**config.mk**
```make
export PLATFORM = sky130hd
export DESIGN_NAME = pcm_frame_port
export DESIGN_NICKNAME = d
export VERILOG_FILES = /design/src/rtl/pcm_frame_pkg.sv /design/src/rtl/pcm_pin_sampler.sv /design/src/rtl/pcm_sync_classifier.sv /design/src/rtl/pcm_frame_ctrl.sv /design/src/rtl/pcm_word_shifter.sv /design/src/rtl/pcm_frame_port.sv
export SDC_FILE = /design/constraint.sdc
export NUM_CORES = 1
export LEC_CHECK = 0
export ABC_AREA = 1
export BUFFER_PORTS_ARGS = -buffer_cell sky130_fd_sc_hd__buf_2
export CORE_MARGIN = 2
export CORE_UTILIZATION = 50
export DETAILED_ROUTE_END_ITERATION = 16
export GPL_TIMING_DRIVEN = 0
export PLACE_DENSITY = 0.7
export RECOVER_POWER = 25
export SYNTH_ARGS = -nofsm -noshare
export SYNTH_HDL_FRONTEND = slang
export SYNTH_SLANG_ARGS = --single-unit
```
**constraint.sdc**
```tcl
create_clock -name clk -period 2.87 [get_ports clk]
set_input_delay 0.574 -clock clk [delete_from_list [all_inputs] [get_ports clk]]
set_output_delay 0.574 -clock clk [all_outputs]
set_load 0.1 [all_outputs]
```
**src/rtl/pcm_frame_pkg.sv**
```systemverilog
package pcm_frame_pkg;

  typedef enum logic [1:0] {
    FR_IDLE = 2'd0,
    FR_ARM  = 2'd1,
    FR_RUN  = 2'd2,
    FR_TAIL = 2'd3
  } frame_state_e;

  localparam int PIN_BCLK  = 0;
  localparam int PIN_FS    = 1;
  localparam int PIN_RX    = 2;
  localparam int PIN_COUNT = 3;

endpackage

```
**src/rtl/pcm_pin_sampler.sv**
```systemverilog
module pcm_pin_sampler #(
  parameter int WIDTH  = 3,
  parameter int STAGES = 2
) (
  input  logic             clk,
  input  logic             rst_n,
  input  logic [WIDTH-1:0] pins_i,
  output logic [WIDTH-1:0] level_o,
  output logic [WIDTH-1:0] rise_o,
  output logic [WIDTH-1:0] fall_o
);

  logic [WIDTH-1:0] stage_q [STAGES];
  logic [WIDTH-1:0] hist_q;

  // synchronizer chain plus one history stage for edge detection
  always_ff @(posedge clk or negedge rst_n) begin
    if (!rst_n) begin
      for (int s = 0; s < STAGES; s++) stage_q[s] <= '0;
      hist_q <= '0;
    end else begin
      stage_q[0] <= pins_i;
      for (int s = 1; s < STAGES; s++) stage_q[s] <= stage_q[s-1];
      hist_q <= stage_q[STAGES-1];
    end
  end

  assign level_o = stage_q[STAGES-1];

  for (genvar b = 0; b < WIDTH; b++) begin : g_edge
    assign rise_o[b] = level_o[b] & ~hist_q[b];
    assign fall_o[b] = ~level_o[b] & hist_q[b];
  end

endmodule

```
**src/rtl/pcm_sync_classifier.sv**
```systemverilog
module pcm_sync_classifier #(
  parameter int LONG_EDGES = 2
) (
  input  logic clk,
  input  logic rst_n,
  input  logic fs_level,
  input  logic fs_rise,
  input  logic fs_fall,
  input  logic bclk_fall,
  output logic prev_long_o,
  output logic first_fall_o
);

  localparam int CNT_W = $clog2(LONG_EDGES + 1);
  localparam logic [CNT_W-1:0] LONG_LIMIT = CNT_W'(LONG_EDGES);

  logic [CNT_W-1:0] edges_q, edges_d;
  logic             long_q, long_d;

  // count falling bit-clock edges seen while sync is high, saturating
  always_comb begin
    edges_d = edges_q;
    if (fs_rise) begin
      edges_d = (bclk_fall && fs_level) ? CNT_W'(1) : '0;
    end else if (fs_level && bclk_fall && (edges_q < LONG_LIMIT)) begin
      edges_d = edges_q + 1'b1;
    end
  end

  // class is committed when the pulse ends
  always_comb begin
    long_d = long_q;
    if (fs_fall) long_d = (edges_q >= LONG_LIMIT);
  end

  always_ff @(posedge clk or negedge rst_n) begin
    if (!rst_n) begin
      edges_q <= '0;
      long_q  <= 1'b0;
    end else begin
      edges_q <= edges_d;
      long_q  <= long_d;
    end
  end

  assign prev_long_o  = long_q;
  assign first_fall_o = bclk_fall & fs_level & (fs_rise | (edges_q == '0));

endmodule

```
**src/rtl/pcm_frame_ctrl.sv**
```systemverilog
module pcm_frame_ctrl
  import pcm_frame_pkg::*;
#(
  parameter int WORD_BITS   = 8,
  parameter int MUTE_FRAMES = 2
) (
  input  logic clk,
  input  logic rst_n,
  input  logic power_down,
  input  logic bclk_rise,
  input  logic bclk_fall,
  input  logic fs_level,
  input  logic fs_rise,
  input  logic first_fall,
  input  logic prev_long,
  output logic load_o,
  output logic shift_o,
  output logic capture_o,
  output logic word_done_o,
  output logic drive_o
);

  localparam int CNT_W  = $clog2(WORD_BITS + 1);
  localparam int HOLD_W = $clog2(MUTE_FRAMES + 1);
  localparam logic [CNT_W-1:0]  ALL_BITS  = CNT_W'(WORD_BITS);
  localparam logic [CNT_W-1:0]  LAST_BIT  = CNT_W'(WORD_BITS - 1);
  localparam logic [HOLD_W-1:0] HOLD_INIT = HOLD_W'(MUTE_FRAMES);

  frame_state_e      state_q, state_d;
  logic              long_q, long_d;
  logic [CNT_W-1:0]  sent_q, sent_d;
  logic [CNT_W-1:0]  got_q, got_d;
  logic [HOLD_W-1:0] hold_q, hold_d;
  logic              mute_q, mute_d;
  logic              drive_q, drive_d;
  logic              start_long, start_short, start;

  assign start_long  = prev_long & fs_rise;
  assign start_short = ~prev_long & first_fall;
  assign start       = ~power_down & (start_long | start_short);

  // silence window: counts sync pulses after reset or power-down
  always_comb begin
    hold_d = hold_q;
    mute_d = mute_q;
    if (power_down) begin
      hold_d = HOLD_INIT;
      mute_d = 1'b1;
    end else if (fs_rise) begin
      mute_d = (hold_q != '0);
      if (hold_q != '0) hold_d = hold_q - 1'b1;
    end
  end

  // frame sequencing
  always_comb begin
    state_d     = state_q;
    long_d      = long_q;
    sent_d      = sent_q;
    got_d       = got_q;
    load_o      = 1'b0;
    shift_o     = 1'b0;
    capture_o   = 1'b0;
    word_done_o = 1'b0;
    if (power_down) begin
      state_d = FR_IDLE;
    end else if (start) begin
      load_o = 1'b1;
      long_d = start_long;
      got_d  = '0;
      if (start_long && bclk_rise) begin
        state_d = FR_RUN;
        sent_d  = CNT_W'(1);
      end else begin
        state_d = FR_ARM;
        sent_d  = '0;
      end
    end else begin
      case (state_q)
        FR_ARM: begin
          if (bclk_rise) begin
            state_d = FR_RUN;
            sent_d  = CNT_W'(1);
          end
        end
        FR_RUN: begin
          if (bclk_rise && (sent_q < ALL_BITS)) begin
            shift_o = 1'b1;
            sent_d  = sent_q + 1'b1;
          end
          if (bclk_fall) begin
            capture_o = 1'b1;
            got_d     = got_q + 1'b1;
            if (got_q == LAST_BIT) begin
              word_done_o = 1'b1;
              state_d     = (long_q && fs_level) ? FR_TAIL : FR_IDLE;
            end
          end
        end
        FR_TAIL: begin
          if (!fs_level) state_d = FR_IDLE;
        end
        default: state_d = FR_IDLE;
      endcase
    end
  end

  // output enable follows the next state so it switches with the data
  always_comb begin
    drive_d = 1'b0;
    if (!power_down && !mute_d) begin
      case (state_d)
        FR_ARM:  drive_d = long_d & fs_level;
        FR_RUN:  drive_d = 1'b1;
        FR_TAIL: drive_d = fs_level;
        default: drive_d = 1'b0;
      endcase
    end
  end

  always_ff @(posedge clk or negedge rst_n) begin
    if (!rst_n) begin
      state_q <= FR_IDLE;
      long_q  <= 1'b0;
      sent_q  <= '0;
      got_q   <= '0;
      hold_q  <= HOLD_INIT;
      mute_q  <= 1'b1;
      drive_q <= 1'b0;
    end else begin
      state_q <= state_d;
      long_q  <= long_d;
      sent_q  <= sent_d;
      got_q   <= got_d;
      hold_q  <= hold_d;
      mute_q  <= mute_d;
      drive_q <= drive_d;
    end
  end

  assign drive_o = drive_q;

endmodule

```
**src/rtl/pcm_word_shifter.sv**
```systemverilog
module pcm_word_shifter #(
  parameter int WORD_BITS = 8
) (
  input  logic                 clk,
  input  logic                 rst_n,
  input  logic                 load_i,
  input  logic                 shift_i,
  input  logic                 capture_i,
  input  logic                 done_i,
  input  logic                 rx_bit_i,
  input  logic [WORD_BITS-1:0] tx_word_i,
  output logic                 tx_bit_o,
  output logic [WORD_BITS-1:0] rx_word_o,
  output logic                 rx_valid_o
);

  logic [WORD_BITS-1:0] tx_q, tx_d;
  logic [WORD_BITS-1:0] rx_sh_q, rx_sh_d;
  logic [WORD_BITS-1:0] word_q, word_d;
  logic                 valid_q, valid_d;

  always_comb begin
    tx_d = tx_q;
    if (load_i)       tx_d = tx_word_i;
    else if (shift_i) tx_d = {tx_q[WORD_BITS-2:0], 1'b0};
  end

  always_comb begin
    rx_sh_d = rx_sh_q;
    if (capture_i) rx_sh_d = {rx_sh_q[WORD_BITS-2:0], rx_bit_i};
    word_d  = done_i ? rx_sh_d : word_q;
    valid_d = done_i;
  end

  always_ff @(posedge clk or negedge rst_n) begin
    if (!rst_n) begin
      tx_q    <= '0;
      rx_sh_q <= '0;
      word_q  <= '0;
      valid_q <= 1'b0;
    end else begin
      tx_q    <= tx_d;
      rx_sh_q <= rx_sh_d;
      word_q  <= word_d;
      valid_q <= valid_d;
    end
  end

  assign tx_bit_o   = tx_q[WORD_BITS-1];
  assign rx_word_o  = word_q;
  assign rx_valid_o = valid_q;

endmodule

```
**src/rtl/pcm_frame_port.sv**
```systemverilog
module pcm_frame_port
  import pcm_frame_pkg::*;
#(
  parameter int WORD_BITS   = 8,
  parameter int SYNC_STAGES = 2,
  parameter int LONG_EDGES  = 2,
  parameter int MUTE_FRAMES = 2
) (
  input  logic                 clk,
  input  logic                 rst_n,
  input  logic                 power_down,
  input  logic                 bit_clk,
  input  logic                 frame_sync,
  input  logic                 ser_rx,
  input  logic [WORD_BITS-1:0] tx_word,
  output logic                 ser_tx,
  output logic                 ser_tx_en,
  output logic [WORD_BITS-1:0] rx_word,
  output logic                 rx_word_valid
);

  logic [PIN_COUNT-1:0] pins, lvl, rise, fall;
  logic bclk_rise, bclk_fall, fs_level, fs_rise, fs_fall, rx_level;
  logic prev_long, first_fall;
  logic load, shift, capture, word_done;
  logic unused_pins;

  assign pins[PIN_BCLK] = bit_clk;
  assign pins[PIN_FS]   = frame_sync;
  assign pins[PIN_RX]   = ser_rx;

  pcm_pin_sampler #(
    .WIDTH  (PIN_COUNT),
    .STAGES (SYNC_STAGES)
  ) i_sampler (
    .clk     (clk),
    .rst_n   (rst_n),
    .pins_i  (pins),
    .level_o (lvl),
    .rise_o  (rise),
    .fall_o  (fall)
  );

  assign bclk_rise = rise[PIN_BCLK];
  assign bclk_fall = fall[PIN_BCLK];
  assign fs_level  = lvl[PIN_FS];
  assign fs_rise   = rise[PIN_FS];
  assign fs_fall   = fall[PIN_FS];
  assign rx_level  = lvl[PIN_RX];
  assign unused_pins = ^{lvl[PIN_BCLK], rise[PIN_RX], fall[PIN_RX]};

  pcm_sync_classifier #(
    .LONG_EDGES (LONG_EDGES)
  ) i_classifier (
    .clk          (clk),
    .rst_n        (rst_n),
    .fs_level     (fs_level),
    .fs_rise      (fs_rise),
    .fs_fall      (fs_fall),
    .bclk_fall    (bclk_fall),
    .prev_long_o  (prev_long),
    .first_fall_o (first_fall)
  );

  pcm_frame_ctrl #(
    .WORD_BITS   (WORD_BITS),
    .MUTE_FRAMES (MUTE_FRAMES)
  ) i_ctrl (
    .clk         (clk),
    .rst_n       (rst_n),
    .power_down  (power_down),
    .bclk_rise   (bclk_rise),
    .bclk_fall   (bclk_fall),
    .fs_level    (fs_level),
    .fs_rise     (fs_rise),
    .first_fall  (first_fall),
    .prev_long   (prev_long),
    .load_o      (load),
    .shift_o     (shift),
    .capture_o   (capture),
    .word_done_o (word_done),
    .drive_o     (ser_tx_en)
  );

  pcm_word_shifter #(
    .WORD_BITS (WORD_BITS)
  ) i_shifter (
    .clk        (clk),
    .rst_n      (rst_n),
    .load_i     (load),
    .shift_i    (shift),
    .capture_i  (capture),
    .done_i     (word_done),
    .rx_bit_i   (rx_level),
    .tx_word_i  (tx_word),
    .tx_bit_o   (ser_tx),
    .rx_word_o  (rx_word),
    .rx_valid_o (rx_word_valid)
  );

endmodule

```
Word level (Yosys, flattened, before mapping)

Cells that the tools add are included.
W data, S select, Z words.

Memory bits (read-only): 0
Word-level logic and storage cells: 117
Latch bits: 0
Memories kept: 0
Output and inout port bits: 11
Bits in registers: 51
Memory bits (writable): 0
Input port bits: 14

$add $sub $neg: 4
Reduce and logical (&&, ||, !) cells: 20
Mux-type cells: 47
Shift operators: 0
Bitwise gates (word level): 18
$mul: 0
Eq/ne operators: 9
Magnitude comparators: 3
Div/mod/pow operators: 0

Operators with widths:

| operator              | count |
|---|---|
| $mux W2               | 13 |
| $mux W4               | 6 |
| $mux W8               | 3 |
| $mux W1               | 22 |
| $reduce_bool A2 Y1    | 7 |
| $and A1 B1 Y1         | 10 |
| $add A4 B1 Y4 const B | 2 |
| $eq A2 B2 Y1 const B  | 4 |
| $pmux W4 S2           | 1 |
| $logic_and A1 B1 Y1   | 6 |
| $ne A3 B1 Y1 const B  | 2 |
| $not A1 Y1            | 6 |
| $pmux W2 S3           | 1 |
| $eq A2 B1 Y1 const B  | 2 |
| $eq A4 B3 Y1 const B  | 1 |
| $lt A4 B4 Y1 const B  | 1 |
| $reduce_and A4 Y1     | 1 |
| $pmux W1 S3           | 1 |
| $reduce_and A3 Y1     | 1 |
| $reduce_bool A3 Y1    | 1 |
| $add A2 B1 Y2 const B | 1 |
| $ge A2 B2 Y1 const B  | 1 |
| $logic_not A1 Y1      | 2 |
| $logic_not A2 Y1      | 1 |
| other kinds (4)       | 5 |

Longest topological paths before layout

Gate-level depths: netlist of the first run.

Word-level depth: 12
Gate-level depth with buffers: 11
Mapped depth without buffers: 11

Cells and area by module

From an unflattened synthesis of the first run, not the netlist that was laid out.

Cells, all modules: 286
Area total of the unflattened synthesis: 2447.3 µm²

By module, submodules not included:

| module              | cells each | sequential area each (µm²) | area each (µm²) | times used |
|---|---|---|---|---|
| pcm_word_shifter    | 121        | 625.6                      | 1074.8          | 1 |
| pcm_frame_ctrl      | 117        | 377.9                      | 902.1           | 1 |
| pcm_pin_sampler     | 24         | 225.2                      | 292.8           | 1 |
| pcm_sync_classifier | 24         | 75.1                       | 177.7           | 1 |

Worst setup path before layout of the first run

Ideal clock, no wire load.

Kind: reg-to-reg
From: register i_ctrl.state_q[0]
To: register i_ctrl.got_q[1]
Setup time: 113 ps
Period minus slack after synthesis: 1661 ps
Path slack: 1209 ps
Required time: 2757 ps
Cell stages (with the launch flop): 9
Arrival: 1548 ps
Cells stage by stage: dfrtp_1 -> inv_1 -> ha_1 -> buf_4 -> nand2_4 -> nor3_4 -> mux2_2 -> nand2_1 -> inv_1

Cells in the longest elaborated chain, start to end: 3

Ends and longest elaborated chain:

| element                             | RTL line              | RTL |
|---|---|---|
| start: declaration                  | pcm_frame_ctrl.sv:29  | `frame_state_e state_q, state_d;` |
| start signal: assignment            | pcm_frame_ctrl.sv:131 | `state_q <= state_d;` |
| $eq A2 B2 Y1                        | pcm_frame_ctrl.sv:79  | `case (state_q)` |
| $reduce_bool A2 Y1 (no source line) | -                     |  |
| $reduce_and A3 Y1 (no source line)  | -                     |  |
| end signal: assignment              | pcm_frame_ctrl.sv:134 | `got_q <= got_d;` |
| end: declaration                    | pcm_frame_ctrl.sv:32  | `logic [CNT_W-1:0] got_q, got_d;` |

No other way between the ends.
A chain may end at the register's enable or synchronous reset.

Worst setup path after layout of the first run

From: register i_ctrl.state_q[0]
To: register i_shifter.word_q[7], in the netlist i_shifter.rx_word_o[7]

Cells in the longest elaborated chain, start to end: 5
Elaborated cells on any way between the ends: 8
Classes of those cells: 1 x eq/ne; 7 x mux

Ends and longest elaborated chain:

| element                | RTL line               | RTL |
|---|---|---|
| $eq A2 B2 Y1 (*)       | pcm_frame_ctrl.sv:79   |  |
| $mux W1                | pcm_frame_ctrl.sv:79   |  |
| $mux W1                | pcm_frame_ctrl.sv:67   | `end else if (start) begin` |
| $mux W1                | pcm_frame_ctrl.sv:65   | `if (power_down) begin` |
| $mux W8                | pcm_word_shifter.sv:30 | `if (capture_i) rx_sh_d = {rx_sh_q[WORD_BITS-2:0], rx_bit_i};` |
| end signal: assignment | pcm_word_shifter.sv:44 | `word_q <= word_d;` |
| end: declaration       | pcm_word_shifter.sv:19 | `logic [WORD_BITS-1:0] word_q, word_d;` |

Mark *: on every way between the ends. The rest lies on a longest branch, timed or not.

==> results of run 1 <==
## power groups by stage
| stage | combinational [mW] | sequential (mW) | clock (mW) |
|---|---|---|---|
| finish | 0.389 | 0.860 | 0.421 |
| global route | 0.455 | 0.876 | 0.467 |
| CTS | 0.394 | 0.861 | 0.442 |
| detailed placement | 0.391 | 0.875 | 0 |
| global placement | 0.384 | 0.871 | 0 |
| floorplan | 0.257 | 0.913 | 0 |
## final timing paths
| check | startpoint | end | slack (ps) | depth (start not counted) |
|---|---|---|---|---|
| hold reg to reg | i_sampler.stage_q[3] | i_sampler.level_o[0] | 350 | 0 |
| setup / recovery | i_ctrl.state_q[0] | i_shifter.rx_word_o[7] | 1050 | 9 |
| setup reg to reg | i_ctrl.state_q[0] | i_shifter.rx_word_o[7] | 1050 | 9 |
| max in group asynchronous | rst_n | i_classifier.edges_q[0] | 1620 | 1 |
| min in group asynchronous | rst_n | i_ctrl.sent_q[0] | 510 | 1 |
| hold / removal | i_sampler.stage_q[3] | i_sampler.level_o[0] | 350 | 0 |
## worst max-delay path, delay by kind of cell, from the launching register on
kind / cells / cell delay (ps)
AND/OR/NAND/NOR: 4 / 630
buffers and inverters: 3 / 470
flip-flops: 1 / 420
adder cells (fa/ha/maj): 1 / 150
AO/OA/AOI/OAI: 1 / 50
## final cells by class
type	instances	area (um2)	share of cell area, %
well taps	52	65.1	2.47
clock buffers	6	82.6	3.13
inverters	39	146	5.56
plain buffers	5	48.8	1.85
repair buffers	24	120	4.56
flip-flops and latches	50	1250	47.6
multi-input cells	156	906	34.4
clock inverters	2	12.5	0.475
## layer usage
metal  GRT usage, %  vias up  routed length [um]
li1               -      854                   -
met1           24.3      804                1930
met2           27.5       25                1830
met3           4.14        6                 133
met4           5.97        0                  63
met5              0        -                   0
## registers in the layout (all words and copies together), names as in the netlist, 3 cells and up
| signal | flops |
|---|---|
| i_ctrl.sent_q | 4 |
| i_ctrl.got_q | 4 |
| i_sampler.stage_q | 3 |
| i_shifter.tx_q | 8 |
| i_shifter.rx_word_o | 8 |
| i_sampler.level_o | 3 |
| i_shifter.rx_sh_q | 7 |
## per-stage QoR
| stage | hold slack (ps) | utilization, % |
|---|---|---|
| global route | 361 | 59.3 |
| CTS | 355 | 59.3 |
| floorplan | 278 | - |
| global placement | 333 | 57.2 |
| detailed placement | 335 | 57.2 |
| finish | 353 | 59.3 |
## cells in the mapped netlist, types with 2 or more instances
master	number	area share, %
o21ai_0	10	2.1
nand2_1	61	9.7
ha_1	9	4.8
xor2_1	3	1.1
nand4_1	3	0.80
dfstp_2	2	2.2
dfrtp_1	48	51
buf_6	3	1.4
a21oi_2	4	1.5
o21ai_1	7	1.5
o21ai_2	8	3.0
nor2_1	12	1.9
nand2_4	2	0.96
nand3_1	10	2.1
o22ai_1	2	0.53
buf_4	2	0.64
o211ai_1	3	0.96
a21oi_1	4	0.85
inv_2	2	0.32
o311ai_0	3	1.1
nand2_2	5	1.3
inv_1	37	5.9
## cells by family (layout without fill, tap and decap cells)
kind of cell | Yosys count | after routing | share of synthesized area, %
XOR/XNOR | 3 | 3 | 1.12
AND/OR/NAND/NOR | 101 | 101 | 20.2
multiplexers | 1 | 1 | 0.478
adder cells (fa/ha/maj) | 9 | 9 | 4.78
buffers and inverters | 44 | 76 | 8.29
flip-flops | 50 | 50 | 53.2
AO/OA/AOI/OAI | 42 | 42 | 11.9
## placed cells by master (no fill, tap or decap), drive strengths merged
cell | netlist | layout
o311ai | 4 | 4
o21ai | 25 | 25
ha | 9 | 9
nor2 | 14 | 14
a21oi | 8 | 8
clkbuf | 0 | 7
clkinv | 0 | 1
dfrtp | 48 | 48
o211ai | 3 | 3
nand4 | 3 | 3
clkinvlp | 0 | 1
mux2 | 1 | 1
and2 | 1 | 1
dfstp | 2 | 2
nor3 | 2 | 2
nand3 | 12 | 12
and3 | 1 | 1
inv | 39 | 39
o22ai | 2 | 2
nand2 | 68 | 68
xor2 | 3 | 3
buf | 5 | 28
==> reports/metrics.cfg, run 1 <==
[status]
status=finished clean

[placed_design]
place_inst=326
dp_worst_setup_slack_ps=1010
io_buffers=24
dpl_cell_area_mm2=0.00254
dpl.hpwl_mm=2.80
place_congestion=0.822

[timing]
slew_violations=0
fmax_mhz=550
maxSlewHeadroom_pct=19.5
timing.final.crit_period_ps=1820
finalCritPeriodShare_pct=63.3
setup_viol=0
clock-skew-final_ps=7.28
worstMarginPinSlew_ps=1210
worst_slack_ps=1050
tns_ps=0
final_hold_viol_count=0
rsz0062_at_grt=no

[synth]
ys_ff_latch=50
syn-cell-area_mm2=0.00235
synth_nets=273
yosysWarnings=0
synth-seq-area-share_pct=53.2
ys_types=32
syn-instance-count=250
ys_async_sr_fraction_pct=100
synth-main-ff-cell=dfrtp_1
avgSynthCellArea_um2=9.42
synth_edf_count=0

[cells_and_area]
n_fill_cell=388
drive_gt1_share_pct=23.4
fin_area_mm2=0.00264
antennaDiodeCount=0
finalNonFillerCells=334
area_growth_pct=11.9
nets=304

[clocking]
cts_buffer_depth=2
path_clk_slew_ps=90
cts_made_buffers=5
postCtsHoldBufs=0
postCtsSetupBuffers=0
cts_resized=0
cts_tree=built
cts_sinks=50
h-tree-depth=2
cts_root_buffer=clkbuf_8
clk_latency_ps=300

[global_route]
antenna_found_initial=0
grt_pass1_wl_mm=7.22
grt_max_degree=51
track_usage_pct=17.6
grt_overflow=0
first_global_vias=1662

[worst_setup_path]
cpMaxStageDelayCell=dfrtp_1
crit_type=register to register
critPathCaptureType=register
path_max_fanout=10
path_cells=inv_1, ha_1, buf_4, nand2_4, nor3_4, nand3_4, buf_6, nand2_1, o21ai_2
worstSetupStartpointType=register
max_stage_delay_ps=420
crit_required_ps=3070
cp.arrival_ps=2010

[power]
vdd_drop_max_uv=364
power_mw=1.67
p_comb_share_pct=23.3
p_leak_nw=1.32
clkPwrFrac_pct=25.2
switching_share_pct=32.4
internal_power_mw=1.13
p_per_area_mw_per_mm2=634
power.switching_mw=0.542
p_seq_share_pct=51.5

[job]
cap_viol_max_count=0

[floorplan]
io_pins=25
core-area_mm2=0.00444
dieArea_mm2=0.00527
rows=24
die_y_um=72.6
dieWidth_um=72.6
start_util_pct=53.0

[hold_path]
min_path_type=register to register

[drt]
wl_per_cell_um=11.8
routed_wl_mm=3.96
vias_per_cell=5.06
drt_iter0_drc=102
ant_nets=0
first_pass_iters=4
via_count=1689
drc=0

No activity file was read; power rests on OpenSTA's default activity.
==> inputs of run 2 (changes only) <==
--- a/config.mk
+++ b/config.mk
@@ -5,13 +5,13 @@
 export SDC_FILE = /design/constraint.sdc
 export NUM_CORES = 1
 export LEC_CHECK = 0
-export ABC_AREA = 1
+export ABC_AREA = 0
 export BUFFER_PORTS_ARGS = -buffer_cell sky130_fd_sc_hd__buf_2
 export CORE_MARGIN = 2
 export CORE_UTILIZATION = 50
 export DETAILED_ROUTE_END_ITERATION = 16
 export GPL_TIMING_DRIVEN = 0
-export PLACE_DENSITY = 0.7
+export PLACE_DENSITY = 0.72
 export RECOVER_POWER = 25
 export SYNTH_ARGS = -nofsm -noshare
 export SYNTH_HDL_FRONTEND = slang
==> constraint.sdc (replaced) <==
create_clock -name clk -period 1.5 [get_ports clk]
set_input_delay 0.3 -clock clk [delete_from_list [all_inputs] [get_ports clk]]
set_output_delay 0.3 -clock clk [all_outputs]
set_load 0.1 [all_outputs]
==> reports/metrics.cfg, run 2 <==
[drt]
wl_per_cell_um=13.9  ; +17%
drc=0  ; unchanged
drt_iter0_drc=56  ; -45%
via_count=1601  ; -5.2%
ant_nets=0  ; unchanged
first_pass_iters=4  ; unchanged
vias_per_cell=5.13  ; +1.5%
routed_wl_mm=4.33  ; +9.4%

[floorplan]
io_pins=25  ; unchanged
dieArea_mm2=0.00520  ; -1.5%
start_util_pct=52.5  ; -0.46 points
core-area_mm2=0.00441  ; -0.68%
rows=24  ; unchanged
dieWidth_um=72.1  ; -0.73%
die_y_um=72.1  ; -0.73%

[synth]
ys_async_sr_fraction_pct=100  ; unchanged
avgSynthCellArea_um2=11.8  ; +25%
synth_top_area_share_pct=51.8  ; +0.80 points
synth-seq-area-share_pct=54.1  ; +0.83 points
synth.cells.most_frequent=dfrtp_1, o21ai_0, nand2_1
ys_types=45  ; +41%
yosysMostFrequentCell=dfrtp_1
synth_edf_count=0  ; unchanged
ys_ff_latch=50  ; unchanged
synth-main-ff-cell=dfrtp_1
syn-cell-area_mm2=0.00232  ; -1.5%
synth_top_area_cell=dfrtp_1
syn-instance-count=197  ; -21%
synthTopCellsByArea=dfrtp_1, mux2_4, ha_1
synth_nets=220  ; -19%
yosysWarnings=0  ; unchanged

[clocking]
postCtsHoldBufs=0  ; unchanged
path_clk_slew_ps=90  ; about the same
cts_tree=built
h-tree-depth=2  ; unchanged
cts_made_buffers=5  ; unchanged
clk_latency_ps=300  ; about the same
cts_buffer_depth=2  ; unchanged
cts_root_buffer=clkbuf_8
cts_sinks=50  ; unchanged

[worst_setup_path]
crit_type=register to register
critPathCaptureType=register
worstSetupStartpointType=register
max_stage_delay_ps=390  ; -30 ps
cpMaxStageDelayCell=dfrtp_1
crit_required_ps=1690  ; -1380 ps
path_max_fanout=5  ; -5
path_delay_family=simple AND/OR/NAND/NOR gates
path_cells=inv_2, ha_4, nor2b_4, o221ai_4, nand2_4, or2_4, buf_6, mux2_4
cp.arrival_ps=2040  ; +30 ps
worst-path-buf-inv=2  ; -1

[global_route]
grt_max_degree=51  ; unchanged
first_global_vias=1618  ; -2.6%
grt_overflow=0  ; unchanged
antenna_found_initial=0  ; unchanged
grt_pass1_wl_mm=7.27  ; +0.57%
track_usage_pct=18.2  ; +0.58 points

[cells_and_area]
final_common_cell=dfrtp_1
drive_gt1_share_pct=46.2  ; +23 points
nets=282  ; -7.2%
area_growth_pct=31.5
antennaDiodeCount=0  ; unchanged
final_util_pct=69.1  ; +9.8 points
finalNonFillerCells=312  ; -6.6%
layout_common_cells=dfrtp_1, buf_4, buf_2
n_fill_cell=312  ; -20%

[timing]
final_hold_viol_count=0  ; unchanged
fmax_mhz=543  ; -1.4%
finalCritPeriodShare_pct=123  ; +60 points
slew_violations=0  ; unchanged
setup_viol=37  ; +37
timing.final.crit_period_ps=1840  ; +26.1 ps
clock-skew-final_ps=3.20  ; -4.08 ps
maxSlewHeadroom_pct=20.0  ; +0.43 points
worst_slack_ps=-343  ; -1400 ps
rsz0062_at_grt=yes
worstMarginPinSlew_ps=1200  ; -6.49 ps
tns_ps=-7270  ; -7270 ps

[job]
cap_viol_max_count=0  ; unchanged

[power]
p_leak_nw=1.52  ; +15%
switching_share_pct=28.2  ; -4.2 points
clkPwrFrac_pct=29.1  ; +3.9 points
p_comb_share_pct=20.7  ; -2.6 points
vdd_drop_max_uv=693  ; +91%
p_seq_share_pct=50.2  ; -1.3 points
power.switching_mw=0.906  ; +67%
p_per_area_mw_per_mm2=1050  ; +66%
internal_power_mw=2.30  ; +100%

[placed_design]
place_congestion=0.817  ; -0.56%
place_inst=273  ; -16%
io_buffers=24  ; unchanged
dpl.hpwl_mm=2.51  ; -10%

[status]
violations=negative setup slack
status=finished with violations

[hold_path]
min_path_type=primary input to register

[run 2: cell type report]
| cell class | instances | area [um2] | share of cell area [%] |
|---|---|---|---|
| inverter | 10 | 42.5 | 1.40 |
| sequential | 50 | 1250 | 41.1 |
| tap | 52 | 65.1 | 2.13 |
| multi-input combinational | 130 | 1130 | 37.1 |
| timing repair buffer | 56 | 383 | 12.6 |
| buffer | 6 | 63.8 | 2.09 |
| clock inverter | 2 | 37.5 | 1.23 |
| clock buffer | 6 | 72.6 | 2.38 |
[run 2: power by group through the flow]
stage	combinational [mW]	clock, mW	sequential, mW
finish	0.664	0.932	1.61
global route	0.733	0.999	1.64
CTS	0.610	0.950	1.60
detailed placement	0.478	0	1.64
global placement	0.466	0	1.63
floorplan	0.269	0	1.71
[run 2: metal layers]
metal	GRT usage, %	vias to the layer above	part of all wire [%]
li1	-	800	-
met1	23.1	766	45
met2	30.6	26	50
met3	3.75	9	2.9
met4	6.92	0	1.7
met5	0	-	0
[run 2: path summary, 6_finish.rpt]
check | from | to | slack, ps | depth (start not counted)
max | i_classifier.edges_q[1] | i_shifter.rx_word_o[1] | -340 | 8
min | ser_rx | i_sampler.stage_q[5] | 100 | 1
max reg2reg | i_classifier.edges_q[1] | i_shifter.rx_word_o[1] | -340 | 8
min reg2reg | i_sampler.stage_q[4] | i_sampler.level_o[1] | 360 | 0
max in group asynchronous | rst_n | i_shifter.tx_q[6] | 540 | 1
min in group asynchronous | rst_n | i_ctrl.hold_q[0] | 220 | 1
[run 2: kinds of logic after synthesis]
group	count (synthesis)	share of synthesized area [%]
fa+ha+maj	9	4.86
simple gates	56	12.9
mux	24	12.5
buf+inv	17	3.62
xor+xnor	4	1.51
compound gates	37	10.6
flops	50	54.1
[run 2: per-stage QoR]
| stage | hold WS [ps] | worst slack, ps | area, um2 | power, mW |
|---|---|---|---|---|
| 2_1_floorplan | 4.41 | -461 | 2350 | 1.98 |
| 3_3_place_gp | 332 | -613 | 2530 | 2.10 |
| 3_5_place_dp | 337 | -622 | 2530 | 2.11 |
| 4_1_cts | 90.6 | -310 | 2950 | 3.16 |
| 5_1_grt | 78.2 | -411 | 3050 | 3.37 |
| 6_report | 96.1 | -343 | 3050 | 3.21 |
[run 2: timing repair]
item                                    4_1_cts  5_1_grt
pin swaps                                    10       11
gates cloned                                  2        0
gates resized for setup                      29       26
endpoints found under the setup margin       36       37
setup buffers                                26        7
==> inputs of run 3 (changes only) <==
--- a/config.mk
+++ b/config.mk
@@ -15,4 +15,5 @@
 export RECOVER_POWER = 25
 export SYNTH_ARGS = -nofsm -noshare
 export SYNTH_HDL_FRONTEND = slang
+export SYNTH_HIERARCHICAL = 1
 export SYNTH_SLANG_ARGS = --single-unit
==> reports/metrics.cfg, run 3 <==
[power]
power_mw=3.09  ; -3.5%
p_per_area_mw_per_mm2=1040  ; -1.4%
vdd_drop_max_uv=737  ; +6.5%
p_leak_nw=1.39  ; -8.5%

[cells_and_area]
regArea_mm2=0.00128  ; +2.0%
area_growth_pct=29.8
final_common_cell=dfrtp_1
n_fill_cell=308  ; -1.3%
antennaDiodeCount=0  ; unchanged
drive_gt1_share_pct=45.4  ; -0.74 points
nets=269  ; -4.6%
layout_common_cells=dfrtp_1, buf_2, buf_4
multi_input_area_mm2=0.00106  ; -6.5%
final_util_pct=68.0  ; -1.0 points
finalNonFillerCells=303  ; -2.9%

[status]
violations=negative setup slack
status=finished with violations

[drt]
ant_nets=0  ; unchanged
dr_wl_met3_um=146  ; +15%
wl_per_cell_um=14.9  ; +7.3%
drt_iter0_drc=112  ; +100%
dr.max_layer_used=met4
wl_met2_mm=2.27  ; +4.6%
vias_per_cell=5.41  ; +5.5%
wl_met1_mm=2.01  ; +2.9%
routed_wl_mm=4.51  ; +4.2%
drc=0  ; unchanged
via_count=1640  ; +2.4%
first_pass_iters=4  ; unchanged

[floorplan]
die_y_um=71.8  ; -0.44%
start_util_pct=52.4  ; -0.13 points
io_pins=25  ; unchanged
dieWidth_um=71.8  ; -0.44%
core-area_mm2=0.00438  ; -0.68%
dieArea_mm2=0.00515  ; -0.87%
rows=24  ; unchanged

[timing]
fmax_mhz=474  ; -13%
worst_slack_ps=-608  ; -264 ps
timing.final.crit_period_ps=2110  ; +264 ps
finalCritPeriodShare_pct=141  ; +18 points
maxSlewHeadroom_pct=18.8  ; -1.2 points
rsz0062_at_grt=yes
clock-skew-final_ps=8.58  ; +5.37 ps
slew_violations=0  ; unchanged
setup_viol=36  ; -2.7%
final_hold_viol_count=0  ; unchanged
worstMarginPinSlew_ps=1220  ; +17.7 ps
tns_ps=-16300  ; -9030 ps

[global_route]
track_usage_pct=18.6  ; +0.38 points
grt_overflow=0  ; unchanged
grt_pass1_wl_mm=7.45  ; +2.6%
grt_max_degree=52  ; +2.0%
first_global_vias=1608  ; -0.62%
antenna_found_initial=0  ; unchanged

[worst_setup_path]
r2r-end=i_shifter/rx_word_o[3]
crit_required_ps=1690  ; about the same
path_delay_family=multiplexers
path_depth=10  ; +2
path_max_fanout=8  ; +3
worstSetupStartpoint=i_classifier/edges_q[1]
timing.rr.start=i_classifier/edges_q[1]
worst-path-buf-inv=2  ; unchanged
r2r.worst_path.cells=10  ; +2
r2r_slack_ps=-610  ; -260 ps
crit_top_cell=mux2_4
max_stage_delay_ps=400  ; about the same
path_cells=inv_2, ha_4, nor2_4, nor2_2, nand2b_1, a21o_1, and3_4, buf_12, mux2_4, mux2_4
cpMaxStageDelayCell=dfrtp_1
crit_type=register to register
cp.arrival_ps=2300  ; +260 ps
critPathCaptureType=register
crit_path_end=i_shifter/rx_word_o[3]
worstSetupStartpointType=register

[synth]
syn-instance-count=190  ; -3.6%
yosysWarnings=6  ; +6
avgSynthCellArea_um2=12.1  ; +2.7%
syn-cell-area_mm2=0.00230  ; -0.92%
synth_nets=209  ; -5.0%

[clocking]
cts_root_buffer=clkbuf_8
cts_made_buffers=5  ; unchanged
cts_tree=built
cts_buffer_depth=2  ; unchanged
clk_latency_ps=300  ; about the same
cts_sinks=51  ; +2.0%
path_clk_slew_ps=90  ; about the same
postCtsHoldBufs=0  ; unchanged
h-tree-depth=2  ; unchanged

[job]
cap_viol_max_count=0  ; unchanged

[placed_design]
place_inst=266  ; -2.6%
dp_worst_setup_slack_ps=-810  ; -188 ps
place_congestion=0.816  ; -0.17%
dpl.hpwl_mm=2.66  ; +5.8%
io_buffers=24  ; unchanged

[hold_path]
min_path_type=primary input to register

run 3: changes by cell type in the layout (fill, tap and decap cells not counted), moves of 5 or more:
cell / previous run / this run
buf_6: 6 / 12
a21oi_1: 3 / 8
o21ai_1: 4 / 11
mux2_4: 9 / 16
o21ai_0: 11 / 3
mux2_2: 6 / 1
buf_4: 28 / 21
run 3: per-layer routing:
metal	vias up	GRT usage [%]
li1	786	-
met1	816	24.7
met2	30	30.8
met3	8	3.80
met4	0	5.66
met5	-	0
run 3: final cells by class:
type | count | share of cell area (%)
repair buffers | 54 | 12.7
multi-input cells | 122 | 35.4
plain buffers | 7 | 2.22
flip-flops and latches | 51 | 42.9
inverters | 9 | 1.26
clock inverters | 2 | 0.545
well taps | 52 | 2.18
clock buffers | 6 | 2.77
run 3: metrics by stage:
stage	hold slack, ps	area (um2)
after global placement	333	2520
after floorplan	4.41	2330
after CTS	94.0	2900
after global routing	80.4	2980
final	96.5	2980
after detailed placement	337	2520
run 3: worst reg2reg max path: cells and delay by family (launching register included):
kind                       cells  cell delay (ps)
muxes                          2              560
and+or+nand+nor                4              430
DFF                            1              400
buffers and inverters          2              240
AOI/OAI and AO/OA              1              220
adders and majority gates      1              150
run 3: how the worst min path moves through the flow:
| stage | from | end | slack (ps) | depth (start not counted) |
|---|---|---|---|---|
| detailed placement | i_sampler/stage_q[4] | i_sampler/level_o[1] | 340 | 0 |
| finish | ser_rx | i_sampler/stage_q[5] | 100 | 1 |
| CTS | frame_sync | i_sampler/stage_q[4] | 90 | 1 |
| global route | frame_sync | i_sampler/stage_q[4] | 80 | 1 |
| global placement | i_sampler/stage_q[3] | i_sampler/level_o[0] | 330 | 0 |
| floorplan | rst_n | i_classifier/edges_q[0] | 4 | 0 |
run 3: what timing repair did:
action                     in CTS  in global routing
setup endpoints to repair      36                 37
resized for setup              39                 15
pin swaps                      11                 14
setup buffers                  25                  8
run 3: where the power goes:
group	leakage [nW]	total, mW	switching [mW]	internal [mW]
registers	0.665	1.65	0.115	1.53
clock network	0.0474	0.822	0.445	0.377
logic	0.675	0.627	0.333	0.294
